==> src/rtl/dither_pkg.sv <==
package dither_pkg;

   localparam int PRBS_W = 15;

   typedef struct packed {
      logic [1:0] dev;
      logic [1:0] len_sel;
      logic       freeze;
      logic       en;
   } dither_cfg_t;

   function automatic int prbs_len(input logic [1:0] sel);
      case (sel)
         2'b00:   return 11;
         2'b01:   return 15;
         2'b10:   return 6;
         default: return 7;
      endcase
   endfunction

   function automatic int prbs_tap_a(input logic [1:0] sel);
      return prbs_len(sel) - 1;
   endfunction

   function automatic int prbs_tap_b(input logic [1:0] sel);
      case (sel)
         2'b00:   return 8;
         2'b01:   return 13;
         2'b10:   return 4;
         default: return 5;
      endcase
   endfunction

endpackage

==> src/rtl/dither_prbs.sv <==
module dither_prbs #(
   parameter int W = dither_pkg::PRBS_W
) (
   input  logic         clk,
   input  logic         rst_n,
   input  logic         seed,
   input  logic         step,
   input  logic [1:0]   sel,
   output logic [W-1:0] cur
);
   import dither_pkg::*;

   localparam logic [W-1:0] ONES  = {W{1'b1}};
   localparam logic [W-1:0] SEED0 = ONES >> (W - prbs_len(2'b00));

   logic [W-1:0] mask_v [4];
   logic         fb_v   [4];
   logic [W-1:0] q;
   logic [W-1:0] nxt;

   for (genvar g = 0; g < 4; g++) begin : g_len
      if (prbs_len(2'(g)) > W) begin : g_bad
         $error("dither_prbs: W too small for length select %0d", g);
      end
      assign mask_v[g] = ONES >> (W - prbs_len(2'(g)));
      assign fb_v[g]   = cur[prbs_tap_a(2'(g))] ^ cur[prbs_tap_b(2'(g))];
   end

   assign cur = seed ? mask_v[sel] : q;

   always_comb begin
      nxt = cur;
      if (step) nxt = {cur[W-2:0], fb_v[sel]} & mask_v[sel];
   end

   always_ff @(posedge clk or negedge rst_n) begin
      if (!rst_n) q <= SEED0;
      else        q <= nxt;
   end
endmodule

==> src/rtl/dither_period.sv <==
module dither_period #(
   parameter int NOM_CYC = 8,
   parameter int PER_W   = 4
) (
   input  logic             clk,
   input  logic             rst_n,
   input  logic             load,
   input  logic             first,
   input  logic             partner,
   input  logic             en,
   input  logic [1:0]       dev,
   input  logic             sign,
   output logic [PER_W-1:0] period,
   output logic             step
);
   localparam logic [PER_W-1:0] NOM = PER_W'(NOM_CYC);

   logic       pend_long;
   logic [1:0] pend_d;
   logic       dither_on;

   assign dither_on = first & partner & en;
   assign step      = load & dither_on;

   always_comb begin
      if (first) begin
         if (dither_on) period = sign ? NOM + PER_W'(dev) : NOM - PER_W'(dev);
         else           period = NOM;
      end else begin
         period = pend_long ? NOM - PER_W'(pend_d) : NOM + PER_W'(pend_d);
      end
   end

   always_ff @(posedge clk or negedge rst_n) begin
      if (!rst_n) begin
         pend_long <= 1'b0;
         pend_d    <= 2'd0;
      end else if (load && first) begin
         pend_long <= dither_on & sign;
         pend_d    <= dither_on ? dev : 2'd0;
      end
   end
endmodule

==> src/rtl/dither_timer.sv <==
module dither_timer #(
   parameter int BITS_W = 6,
   parameter int PER_W  = 4
) (
   input  logic              clk,
   input  logic              rst_n,
   input  logic              start,
   input  logic              abort,
   input  logic [BITS_W-1:0] nbits,
   input  logic [PER_W-1:0]  period,
   output logic              launch,
   output logic              load,
   output logic              first,
   output logic              partner,
   output logic              busy,
   output logic              tick,
   output logic              done
);
   logic [PER_W-1:0]  cnt;
   logic [BITS_W-1:0] rem;
   logic              odd;
   logic              last;

   assign launch  = start & ~busy & ~abort & (nbits != '0);
   assign tick    = busy & (cnt == '0);
   assign last    = (rem == BITS_W'(1));
   assign done    = tick & last;
   assign load    = launch | (tick & ~last & ~abort);
   assign first   = launch | odd;
   assign partner = launch ? (nbits >= BITS_W'(2)) : (rem >= BITS_W'(3));

   always_ff @(posedge clk or negedge rst_n) begin
      if (!rst_n) begin
         busy <= 1'b0;
         cnt  <= '0;
         rem  <= '0;
         odd  <= 1'b0;
      end else if (abort) begin
         busy <= 1'b0;
      end else if (launch) begin
         busy <= 1'b1;
         cnt  <= period - PER_W'(1);
         rem  <= nbits;
         odd  <= 1'b0;
      end else if (tick) begin
         if (last) begin
            busy <= 1'b0;
         end else begin
            rem <= rem - BITS_W'(1);
            odd <= ~odd;
            cnt <= period - PER_W'(1);
         end
      end else if (busy) begin
         cnt <= cnt - PER_W'(1);
      end
   end
endmodule

==> src/rtl/bit_dither.sv <==
module bit_dither #(
   parameter int NOM_CYC = 8,
   parameter int BITS_W  = 6,
   parameter int OFS_W   = 8
) (
   input  logic              clk,
   input  logic              rst_n,
   input  logic              cfg_we,
   input  logic [5:0]        cfg_wdata,
   output logic [5:0]        cfg_q,
   input  logic              ofs_we,
   input  logic [OFS_W-1:0]  ofs_wdata,
   output logic [OFS_W-1:0]  ofs_q,
   input  logic              frame_start,
   input  logic [BITS_W-1:0] frame_bits,
   output logic              bit_tick,
   output logic              frame_busy,
   output logic              frame_done
);
   import dither_pkg::*;

   localparam int MAX_DEV = 3;
   localparam int PER_W   = $clog2(NOM_CYC + MAX_DEV + 1);

   if (NOM_CYC <= MAX_DEV) begin : g_bad_nom
      $error("bit_dither: NOM_CYC must exceed the largest deviation");
   end
   if (BITS_W < 2) begin : g_bad_bits
      $error("bit_dither: BITS_W must be at least 2");
   end
   if (OFS_W < 1) begin : g_bad_ofs
      $error("bit_dither: OFS_W must be positive");
   end

   dither_cfg_t       cfg_r;
   logic              act_en;
   logic [1:0]        act_dev;
   logic [1:0]        act_len;
   logic [OFS_W-1:0]  ofs_r;

   logic              launch_w, load_w, first_w, partner_w, step_w, seed_w;
   logic              en_e;
   logic [1:0]        dev_e, len_e;
   logic [PER_W-1:0]  period_w;
   logic [PRBS_W-1:0] prbs_cur;

   assign en_e   = launch_w ? cfg_r.en      : act_en;
   assign dev_e  = launch_w ? cfg_r.dev     : act_dev;
   assign len_e  = launch_w ? cfg_r.len_sel : act_len;
   assign seed_w = launch_w & (cfg_r.len_sel != act_len);

   always_ff @(posedge clk or negedge rst_n) begin
      if (!rst_n) begin
         cfg_r <= '0;
         ofs_r <= '0;
      end else begin
         if (cfg_we)                   cfg_r <= dither_cfg_t'(cfg_wdata);
         if (ofs_we && !cfg_r.freeze)  ofs_r <= ofs_wdata;
      end
   end

   always_ff @(posedge clk or negedge rst_n) begin
      if (!rst_n) begin
         act_en  <= 1'b0;
         act_dev <= 2'd0;
         act_len <= 2'd0;
      end else if (launch_w) begin
         act_en  <= cfg_r.en;
         act_dev <= cfg_r.dev;
         act_len <= cfg_r.len_sel;
      end
   end

   dither_timer #(.BITS_W(BITS_W), .PER_W(PER_W)) u_timer (
      .clk     (clk),
      .rst_n   (rst_n),
      .start   (frame_start),
      .abort   (cfg_we),
      .nbits   (frame_bits),
      .period  (period_w),
      .launch  (launch_w),
      .load    (load_w),
      .first   (first_w),
      .partner (partner_w),
      .busy    (frame_busy),
      .tick    (bit_tick),
      .done    (frame_done)
   );

   dither_period #(.NOM_CYC(NOM_CYC), .PER_W(PER_W)) u_period (
      .clk     (clk),
      .rst_n   (rst_n),
      .load    (load_w),
      .first   (first_w),
      .partner (partner_w),
      .en      (en_e),
      .dev     (dev_e),
      .sign    (prbs_cur[0]),
      .period  (period_w),
      .step    (step_w)
   );

   dither_prbs #(.W(PRBS_W)) u_prbs (
      .clk   (clk),
      .rst_n (rst_n),
      .seed  (seed_w),
      .step  (step_w),
      .sel   (len_e),
      .cur   (prbs_cur)
   );

   assign cfg_q = cfg_r;
   assign ofs_q = ofs_r;
endmodule

==> config.mk <==
export PLATFORM = sky130hd
export DESIGN_NAME = bit_dither
export DESIGN_NICKNAME = d
export VERILOG_FILES = /design/src/rtl/dither_pkg.sv /design/src/rtl/dither_prbs.sv /design/src/rtl/dither_period.sv /design/src/rtl/dither_timer.sv /design/src/rtl/bit_dither.sv
export SDC_FILE = /design/constraint.sdc
export NUM_CORES = 1
export LEC_CHECK = 0
export ABC_CLOCK_PERIOD_IN_PS = 5550
export BUFFER_PORTS_ARGS = -buffer_cell sky130_fd_sc_hd__buf_2
export CAP_MARGIN = 30
export CORE_MARGIN = 2
export CORE_UTILIZATION = 40
export CTS_BUF_LIST = sky130_fd_sc_hd__clkbuf_8 sky130_fd_sc_hd__clkbuf_16
export DETAILED_ROUTE_END_ITERATION = 8
export GPL_ROUTABILITY_DRIVEN = 0
export PLACE_DENSITY = 0.59
export SETUP_SLACK_MARGIN = 0.3
export SYNTH_ARGS = -nofsm -noshare
export SYNTH_HDL_FRONTEND = slang
export SYNTH_SLANG_ARGS = --single-unit
==> constraint.sdc <==
create_clock -name clk -period 5.55 [get_ports clk]
set_input_delay 0.2775 -clock clk [delete_from_list [all_inputs] [get_ports clk]]
set_output_delay 0.2775 -clock clk [all_outputs]
set_load 0.02 [all_outputs]
=== Yosys cells after proc, flatten, opt, wreduce, memory -nomap -nowiden ===
Cells that the tools add are included.

* Bits in registers: 49
* Output and inout bits: 17
* Word-level logic and storage cells: 96
* Input bits: 25

* Mux-type cells: 31
* Bitwise logic cells: 24
* Reduce and logical (&&, ||, !) cells: 12
* $lt $le $gt $ge: 3
* $add $sub $neg: 7
* Equal/unequal tests: 4

{| class="wikitable"
|+ Operator list
! operator !! number
|-
| $mux 15 || 4
|-
| $mux 4 || 8
|-
| $bmux 15 s2 || 1
|-
| $mux 6 || 3
|-
| $and 15x15->15 || 1
|-
| $and 1x1->1 || 12
|-
| $ge 6x2->1 const B || 2
|-
| $mux 1 || 11
|-
| $reduce_bool 3->1 || 3
|-
| $add 4x2->4 const A || 2
|-
| $sub 4x1->4 const B || 2
|-
| $sub 4x2->4 const A || 2
|-
| $eq 6x1->1 const B || 1
|-
| $mux 2 || 3
|-
| $reduce_and 3->1 || 2
|-
| $reduce_bool 6->1 || 1
|-
| $sub 6x1->6 const B || 1
|-
| $logic_not 4->1 || 1
|-
| $not 1->1 || 4
|-
| $xor 1x1->1 || 4
|-
| $ge 3x3->1 const B || 1
|-
| $ne 3x3->1 const B || 1
|-
| $not 2->3 || 1
|-
| $bmux 1 s2 || 1
|-
| 7 further kinds || 9
|}

=== Logic depth before layout (Yosys ltp) ===
Gate-level depths: netlist (run 1).

* Word-level depth: 17
* Gate-level depth with buffers: 10
* Depth with buffers taken out: 9

=== Hierarchy ===
Synthesis (run 1) repeated with hierarchy kept, for this count alone.

* Cell total of the unflattened synthesis: 248
* Area, all modules: 2651.3 um^2

{| class="wikitable"
|+ By module, submodules not included
! module !! sequential area each (um^2) !! times used !! area an instance (um^2) !! cells an instance
|-
| dither_timer || 300.3 || 1 || 819.5 || 94
|-
| dither_prbs || 389.1 || 1 || 797.0 || 84
|-
| bit_dither || 475.5 || 1 || 767.0 || 44
|-
| dither_period || 75.1 || 1 || 267.8 || 26
|}

=== Worst setup path after synthesis (run 1) ===
Ideal clock, no wire load.

* Path kind: register -> register
* From: reg u_timer.busy
* To: reg u_timer.cnt[2]
* Cell stages (with the launch flop): 10
* Period minus slack after synthesis: 2.234 ns
* Setup time: 0.130 ns
* Required time: 5.420 ns
* Data arrival time: 2.104 ns
* Path slack: 3.316 ns
* Path through: dfrtp_1 -> nor3b_2 -> o41a_1 -> buf_4 -> clkbuf_1 -> o21ai_0 -> o21ai_0 -> ha_1 -> xnor2_1 -> a22oi_1

* Cells in the longest elaborated chain, start to end: 17

{| class="wikitable"
|+ RTL lines
! element !! line !! RTL
|-
| from (decl) || dither_timer.sv:15 || <nowiki>output logic busy,</nowiki>
|-
| from (signal assigned) || dither_timer.sv:34 || <nowiki>busy <= 1'b0;</nowiki>
|-
| from (signal assigned) || dither_timer.sv:39 || <nowiki>busy <= 1'b0;</nowiki>
|-
| from (signal assigned) || dither_timer.sv:41 || <nowiki>busy <= 1'b1;</nowiki>
|-
| $not 1->1 || dither_timer.sv:24 || <nowiki>assign launch = start & ~busy & ~abort & (nbits != '0);</nowiki>
|-
| $and 1x1->1 (3 in a row) || dither_timer.sv:24 ||
|-
| $mux 2 || -- ||
|-
| $not 2->3 (not written as such) || dither_prbs.sv:29 || <nowiki>assign cur = seed ? mask_v[sel] : q;</nowiki>
|-
| $bmux 15 s2 || dither_prbs.sv:29 ||
|-
| $mux 15 (not written as such) (2 in a row) || dither_prbs.sv:29 ||
|-
| $mux 15 || dither_prbs.sv:29 ||
|-
| $mux 4 (2 in a row) || dither_period.sv:27 || <nowiki>if (dither_on) period = sign ? NOM + PER_W'(dev) : NOM - PER_W'(dev);</nowiki>
|-
| $mux 4 || dither_period.sv:26 || <nowiki>if (first) begin</nowiki>
|-
| $sub 4x1->4 || dither_timer.sv:42, dither_timer.sv:51 ||
|-
| $mux 4 || dither_timer.sv:46 || <nowiki>if (last) begin</nowiki>
|-
| $mux 4 || dither_timer.sv:45 || <nowiki>end else if (tick) begin</nowiki>
|-
| $mux 4 || dither_timer.sv:40 || <nowiki>end else if (launch) begin</nowiki>
|-
| to (signal assigned) || dither_timer.sv:42 || <nowiki>cnt <= period - PER_W'(1);</nowiki>
|-
| to (signal assigned) || dither_timer.sv:51 || <nowiki>cnt <= period - PER_W'(1);</nowiki>
|-
| to (signal assigned) || dither_timer.sv:54 || <nowiki>cnt <= cnt - PER_W'(1);</nowiki>
|-
| to (decl) || dither_timer.sv:19 || <nowiki>logic [PER_W-1:0] cnt;</nowiki>
|}

Parallel ways exist; a longest one is shown, timed or not. The select of a mux whose other input is x is not followed.
A chain may end at the register's enable or synchronous reset.

=== Worst setup path after layout (run 1) ===
* From: reg u_timer.busy
* To: reg u_prbs.q[14]

* Cells in the longest elaborated chain, start to end: 12

{| class="wikitable"
|+ RTL lines
! element !! line !! RTL
|-
| $not 1->1 || dither_timer.sv:24 ||
|-
| $and 1x1->1 (3 in a row) || dither_timer.sv:24 ||
|-
| $mux 2 || -- ||
|-
| $not 2->3 (not written as such) || dither_prbs.sv:29, dither_prbs.sv:33 ||
|-
| $bmux 15 s2 || dither_prbs.sv:29, dither_prbs.sv:33 ||
|-
| $mux 15 (not written as such) (2 in a row) || dither_prbs.sv:29, dither_prbs.sv:33 ||
|-
| $mux 15 || dither_prbs.sv:29 ||
|-
| $and 15x15->15 || dither_prbs.sv:33 || <nowiki>if (step) nxt = {cur[W-2:0], fb_v[sel]} & mask_v[sel];</nowiki>
|-
| $mux 15 * || dither_prbs.sv:33 ||
|-
| net u_prbs.nxt[14] || dither_prbs.sv:19 || <nowiki>logic [W-1:0] nxt;</nowiki>
|-
| to (signal assigned) || dither_prbs.sv:38 || <nowiki>else q <= nxt;</nowiki>
|-
| to (decl) || dither_prbs.sv:18 || <nowiki>logic [W-1:0] q;</nowiki>
|}

Mark *: on every way through the listed nets, which the timed path passes. The rest lies on a longest branch. The select of a mux whose other input is x is not followed.

==> flow_summary.yaml, run 1 <==
worst_setup_path:
  cpPeakStageDelay_ps: 790
  critical-path-slowest-cell: "o41a_1"
  r2r_end: "u_prbs.q[14]$_DFF_PN0_"
  critPathLaunchType: "flip-flop"
  r2r_cells: 7
  cp-startpoint: "u_timer.busy$_DFFE_PN0P_"
  cp_top_family: "simple AND/OR/NAND/NOR gates"
  reg2reg_setup_slack_ps: 2620
  r2r_start: "u_timer.busy$_DFFE_PN0P_"
  path_common_cell: "nor2_1"
  cp-end-kind: "flip-flop"
  crit_required_ps: 5790
  worstPathBufferInverterCount: 1
  cp_data_arrival_time_ps: 3170
  path_class: "flip-flop to flip-flop"
  crit_chain: "nor3b_2, o41a_1, nor2_1, nor2_1, buf_6, a21oi_1, o2bb2ai_1"
  cp_max_fo: 22
sta:
  grt_setup_unrepaired: "no"
  finalCritPeriodShare: 0.528
  skew_ps: 7.61
  max_slew.worst_pin.slew_ps: 847
  finalCriticalPeriod_ps: 2930
  tns_ps: 0
  finalHoldViolations: 0
  setup-violations-final: 0
  fmax_ghz: 0.341
  drv_slew: 0
  slew_headroom: 0.436
final_layout:
  final_cells: 361
  drive_gt1_frac: 0.304
  fin_area_um2: 2890
  final_nets: 317
  nFillCells: 580
  antenna_cells: 0
  area_growth_pct: 15.7
clock_tree:
  postCtsSetupRepairBufs: 0
  cts_tree: "yes"
  clk_path_buf_depth: 2
  numCtsBuffers: 5
  clock_latency_ps: 310
  clockRootBuffer: "clkbuf_8"
  cts_resized: 0
  clk_pin_slew_worst_paths_ps: 100
  cts.sinks: 49
  ctsHoldBuffers: 0
  cts_max_level: 2
floorplan:
  ios: 42
  start_util: 0.418
  core_um2: 5990
  die_h_um: 83.1
  fp.dieW_um: 83.1
  die_area_um2: 6900
  rows: 28
global_routing:
  antenna_found_initial: 0
  grt_max_degree: 50
  grt_pass1_wl_um: 9520
  grt_use_total: 0.169
  grt_overflow: 0
  grt_pass1_vias: 1956
pwr:
  ir_drop_uv: 191
  cellPowerDensity_nw_per_um2: 377
  power_leakage_nw: 1.28
drt:
  drt_iter0_markers: 97
  drtAntennaViolNets: 0
  vias_per_cell: 5.28
  drt-total-wl_um: 5430
  drt-pass1-iter-count: 4
  wl_per_cell_um: 15.0
  drc: 0
  via_count: 1905
placement:
  port_buffers: 41
  dp_hpwl_um: 3880
  place_area_um2: 2790
  place_inst: 353
yosys:
  synthFlopType: "dfrtp_1"
  ys_seq_area_frac: 0.496
  netlist_instances: 242
  ys_seq_elements: 49
  ys_types: 46
  syn-mean-instance-area_um2: 10.3
  syn-num-nets: 274
  netlist_area_um2: 2500
  synth_edf_count: 0
  synthArstFlopShare: 1.00
  yosys_warnings: 0
job:
  max_cap_viol_count: 0
worst_hold_path:
  hp-class: "primary input to asynchronous set/reset pin"
run_status:
  outcome: "finished clean"
## cell type report
type | instances | area (µm²) | share of cell area
clock inverter | 2 | 17.5 | 0.00606
tap | 75 | 93.8 | 0.0324
sequential | 49 | 1240 | 0.429
inverter | 9 | 33.8 | 0.0117
clock buffer | 6 | 82.6 | 0.0285
multi-input combinational | 176 | 1190 | 0.413
timing repair buffer | 44 | 231 | 0.0800
## sequential cells by signal, summed over array words and instances (netlist names), 2 cells and up
register,flops
ofs_q,8
act_dev,2
u_timer.cnt,4
cfg_q,6
u_period.pend_d,2
u_timer.rem,6
u_prbs.q,15
act_len,2
## cell usage in the layout (no fill, tap or decap), drive strengths merged, types with 3 or more instances in the layout
| cell | netlist | routed |
|---|---|---|
| clkbuf | 3 | 6 |
| nor2 | 18 | 18 |
| o21ai | 9 | 9 |
| buf | 5 | 44 |
| dfrtp | 38 | 38 |
| dfstp | 11 | 11 |
| nor2b | 4 | 4 |
| o2bb2ai | 10 | 10 |
| xnor2 | 6 | 6 |
| a21oi | 17 | 17 |
| inv | 9 | 10 |
| or3 | 4 | 4 |
| nand2 | 33 | 33 |
| nand2b | 4 | 4 |
| ha | 7 | 7 |
| mux2i | 6 | 6 |
| nand3 | 10 | 10 |
| xor2 | 4 | 4 |
| or2 | 3 | 3 |
| mux2 | 15 | 15 |
## routing by layer
| layer | vias up | routed length, µm | global-route usage | part of all wire |
|---|---|---|---|---|
| met4 | 0 | 74 | 0.0492 | 0.014 |
| met3 | 7 | 225 | 0.0368 | 0.041 |
| li1 | 937 | - | - | - |
| met2 | 42 | 2530 | 0.274 | 0.47 |
| met5 | - | 0 | 0 | 0 |
| met1 | 919 | 2600 | 0.227 | 0.48 |
## worst max-delay path by stage
stage	end	slack (ps)	cells past startpoint
floorplan	u_timer.cnt[2]$_DFFE_PN0P_	3320	9
global placement	u_prbs.q[12]$_DFF_PN0_	2270	7
detailed placement	u_prbs.q[14]$_DFF_PN0_	2600	7
CTS	u_prbs.q[14]$_DFF_PN0_	2630	7
global route	u_prbs.q[14]$_DFF_PN0_	2360	7
finish	u_prbs.q[14]$_DFF_PN0_	2620	7
## power breakdown
group          switching [mW]  total [mW]  internal (mW)
clock                   0.132       0.236          0.104
sequential             0.0786       0.551          0.472
combinational           0.161       0.303          0.143
total                   0.372        1.09          0.719
## cell families (layout without fill, tap and decap cells)
logic type / count (synthesis) / in the layout / share of synthesized area
AOI/OAI and AO/OA: 49 / 49 / 0.134
buffers and inverters: 17 / 61 / 0.0300
adders and majority gates: 7 / 7 / 0.0350
and+or+nand+nor: 89 / 89 / 0.177
muxes: 21 / 21 / 0.0930
xor gates and xnor gates: 10 / 10 / 0.0350
DFF: 49 / 49 / 0.496
## per-stage QoR
stage | util | hold WS, ps | worst slack [ps] | total power, mW
after floorplan | - | -18.1 | 3320 | 0.766
after global placement | 0.464 | 420 | 2270 | 0.853
after detailed placement | 0.466 | 424 | 2600 | 0.863
after CTS | 0.483 | 80.7 | 2630 | 1.10
after global routing | 0.483 | 113 | 2360 | 1.17
final | 0.483 | 45.9 | 2620 | 1.09
## cells in the mapped netlist, types with 2 or more instances
cell | count | area (µm²)
xor2_1 | 4 | 35.0
o21ai_0 | 9 | 45.0
mux2i_1 | 6 | 60.1
a21oi_1 | 17 | 85.1
o2bb2ai_1 | 10 | 87.6
dfstp_2 | 11 | 289
and2_1 | 2 | 12.5
nor4_1 | 2 | 12.5
o22ai_1 | 2 | 12.5
inv_1 | 9 | 33.8
nor2_1 | 17 | 63.8
xnor2_1 | 6 | 52.6
nor3_1 | 2 | 10.0
buf_2 | 3 | 15.0
dfrtp_1 | 38 | 951
mux2_2 | 14 | 158
nand2_1 | 33 | 124
buf_4 | 2 | 15.0
or3_1 | 3 | 18.8
nor2b_1 | 4 | 25.0
or2_2 | 3 | 18.8
clkbuf_1 | 3 | 11.3
ha_1 | 7 | 87.6
nand2b_1 | 4 | 25.0
nand3_1 | 10 | 50.1
No activity file was read; power rests on OpenSTA's default activity.
==> inputs of run 2 (changes only) <==
- ABC_CLOCK_PERIOD_IN_PS: 5550 -> 2500
- PLACE_DENSITY: 0.59 -> 0.61
- clock period: 5.55 -> 2.5 ns (I/O delays scaled with it)
==> flow_summary.yaml, run 2 (synthesized netlist as in run 1, its figures left out) <==
drt:
  drtAntennaViolNets: 0
  vias_per_cell: 5.09
  wl_met3_um: 152
  wl_per_cell_um: 13.9
  via_count: 1955
  drt-total-wl_um: 5340
  drt-met1-wl_um: 2600
  met2WireLength_um: 2520
  drt-pass1-iter-count: 4
  drt_iter0_markers: 92
  top_layer: "met4"
  drc: 0
worst_setup_path:
  cp-startpoint: "u_timer.cnt[0]$_DFFE_PN0P_"
  r2r_cells: 7
  reg2reg_setup_slack_ps: 370
  crit_chain: "inv_2, ha_2, nand4bb_4, a211oi_4, nand4b_1, or3_4, a221o_1"
  cp_top_family: "simple AND/OR/NAND/NOR gates"
  cp_data_arrival_time_ps: 2330
  cp_max_fo: 4
  crit_cells: 7
  worstPathBufferInverterCount: 1
  cpPeakStageDelay_ps: 430
  path_class: "flip-flop to flip-flop"
  critical-path-slowest-cell: "dfrtp_1"
  r2r_start: "u_timer.cnt[0]$_DFFE_PN0P_"
  cp-end-kind: "flip-flop"
  critPathLaunchType: "flip-flop"
  crit_required_ps: 2700
global_routing:
  grt_max_degree: 24
  grt_use_total: 0.163
  antenna_found_initial: 0
  grt_pass1_vias: 2019
  grt_overflow: 0
  grt_pass1_wl_um: 9320
sta:
  whs_ps: 36.6
  fmax_ghz: 0.469
  finalHoldViolations: 0
  setup-violations-final: 0
  skew_ps: 10.1
  finalCriticalPeriod_ps: 2130
  tns_ps: 0
  slew_headroom: 0.544
  drv_slew: 0
  finalCritPeriodShare: 0.853
  max_slew.worst_pin.slew_ps: 683
  grt_setup_unrepaired: "yes"
placement:
  dp_hpwl_um: 3910
  place_inst: 364
  port_buffers: 41
floorplan:
  ios: 42
  core_um2: 5990
  die_area_um2: 6900
  die_h_um: 83.1
  rows: 28
  fp.dieW_um: 83.1
  start_util: 0.418
final_layout:
  final_common_cell: "buf_2"
  multiInputGateArea_um2: 1250
  final_cell_mix: "41 x buf_2, 37 x dfrtp_1, 32 x nand2_1"
  nFillCells: 541
  final_nets: 340
  antenna_cells: 0
  regArea_um2: 1240
  regMostFlops: "u_prbs.q"
  largest_reg_flops: 15
  drive_gt1_frac: 0.379
  final_cells: 384
  area_growth_pct: 26.8
clock_tree:
  clk_path_buf_depth: 2
  numCtsBuffers: 5
  cts_max_level: 2
  clockRootBuffer: "clkbuf_8"
  cts_tree: "yes"
  clock_latency_ps: 310
  clk_pin_slew_worst_paths_ps: 100
  cts.sinks: 49
run_status:
  outcome: "finished clean"
job:
  max_cap_viol_count: 0
worst_hold_path:
  min_path_cells: 3
  hp-start: "frame_bits[4]"
  hp-class: "primary input to flip-flop"
pwr:
  ir_drop_uv: 474
  power_leakage_nw: 1.42
  cellPowerDensity_nw_per_um2: 798
-- run 2: cell types whose count changed in the layout (fill, tap and decap cells not counted), sizes merged --
| cell | before | now |
|---|---|---|
| buf | 44 | 66 |
| clkinv | 1 | 0 |
| inv | 10 | 11 |
| dlygate4sd3 | 0 | 1 |
-- run 2: path summary, 6_finish.rpt --
check / endpoint
setup / recovery: u_timer.rem[5]$_DFFE_PN0P_
hold / removal: u_timer.rem[4]$_DFFE_PN0P_
setup reg to reg: u_timer.rem[5]$_DFFE_PN0P_
hold reg to reg: u_prbs.q[1]$_DFF_PN1_
max in group asynchronous: u_prbs.q[5]$_DFF_PN1_
min in group asynchronous: ofs_q[3]$_DFFE_PN0P_
-- run 2: timing repair --
| action | CTS | global route |
|---|---|---|
| buffers inserted | 2 | 9 |
| hold buffers | 1 | 0 |
| gates resized for setup | 1 | 11 |
| pin swaps | 1 | 6 |
| setup endpoints to repair | 3 | 13 |
| hold endpoints to repair | 21 | 0 |
-- run 2: routing by layer --
layer / GRT usage / vias up
met4: 0.0522 / 0
met2: 0.262 / 29
li1: - / 982
met5: 0 / -
met3: 0.0338 / 6
met1: 0.221 / 938
-- run 2: power by group --
| group | internal [mW] | switching [mW] | total [mW] |
|---|---|---|---|
| Clock | 0.265 | 0.292 | 0.557 |
| Combinational | 0.376 | 0.383 | 0.758 |
| Sequential | 1.05 | 0.169 | 1.22 |
| Total | 1.69 | 0.843 | 2.53 |
-- run 2: area by class of cell --
cell class,count,share of cell area
repair buffers,67,0.140
clock buffers,6,0.0296
inverters,9,0.0107
clock inverters,2,0.00552
multi-input cells,176,0.394
well taps,75,0.0296
flip-flops and latches,49,0.391
-- run 2: stage by stage --
| stage | setup slack (ps) | area [µm²] | utilization | total power [mW] |
|---|---|---|---|---|
| 6_report | 369 | 3170 | 0.529 | 2.53 |
| 5_1_grt | 275 | 3170 | 0.529 | 2.70 |
| 4_1_cts | 311 | 3050 | 0.510 | 2.51 |
| 3_5_place_dp | 143 | 2900 | 0.484 | 1.94 |
| 3_3_place_gp | 150 | 2870 | 0.479 | 1.92 |
| 2_1_floorplan | 313 | 2510 | - | 1.70 |
-- run 2: worst register-to-register path, cell delays in order, from the launching register on --
cell and delay, ps:
dfrtp_1 430, inv_2 70, ha_2 190, nand4bb_4 140
a211oi_4 320, nand4b_1 210, or3_4 380, a221o_1 300
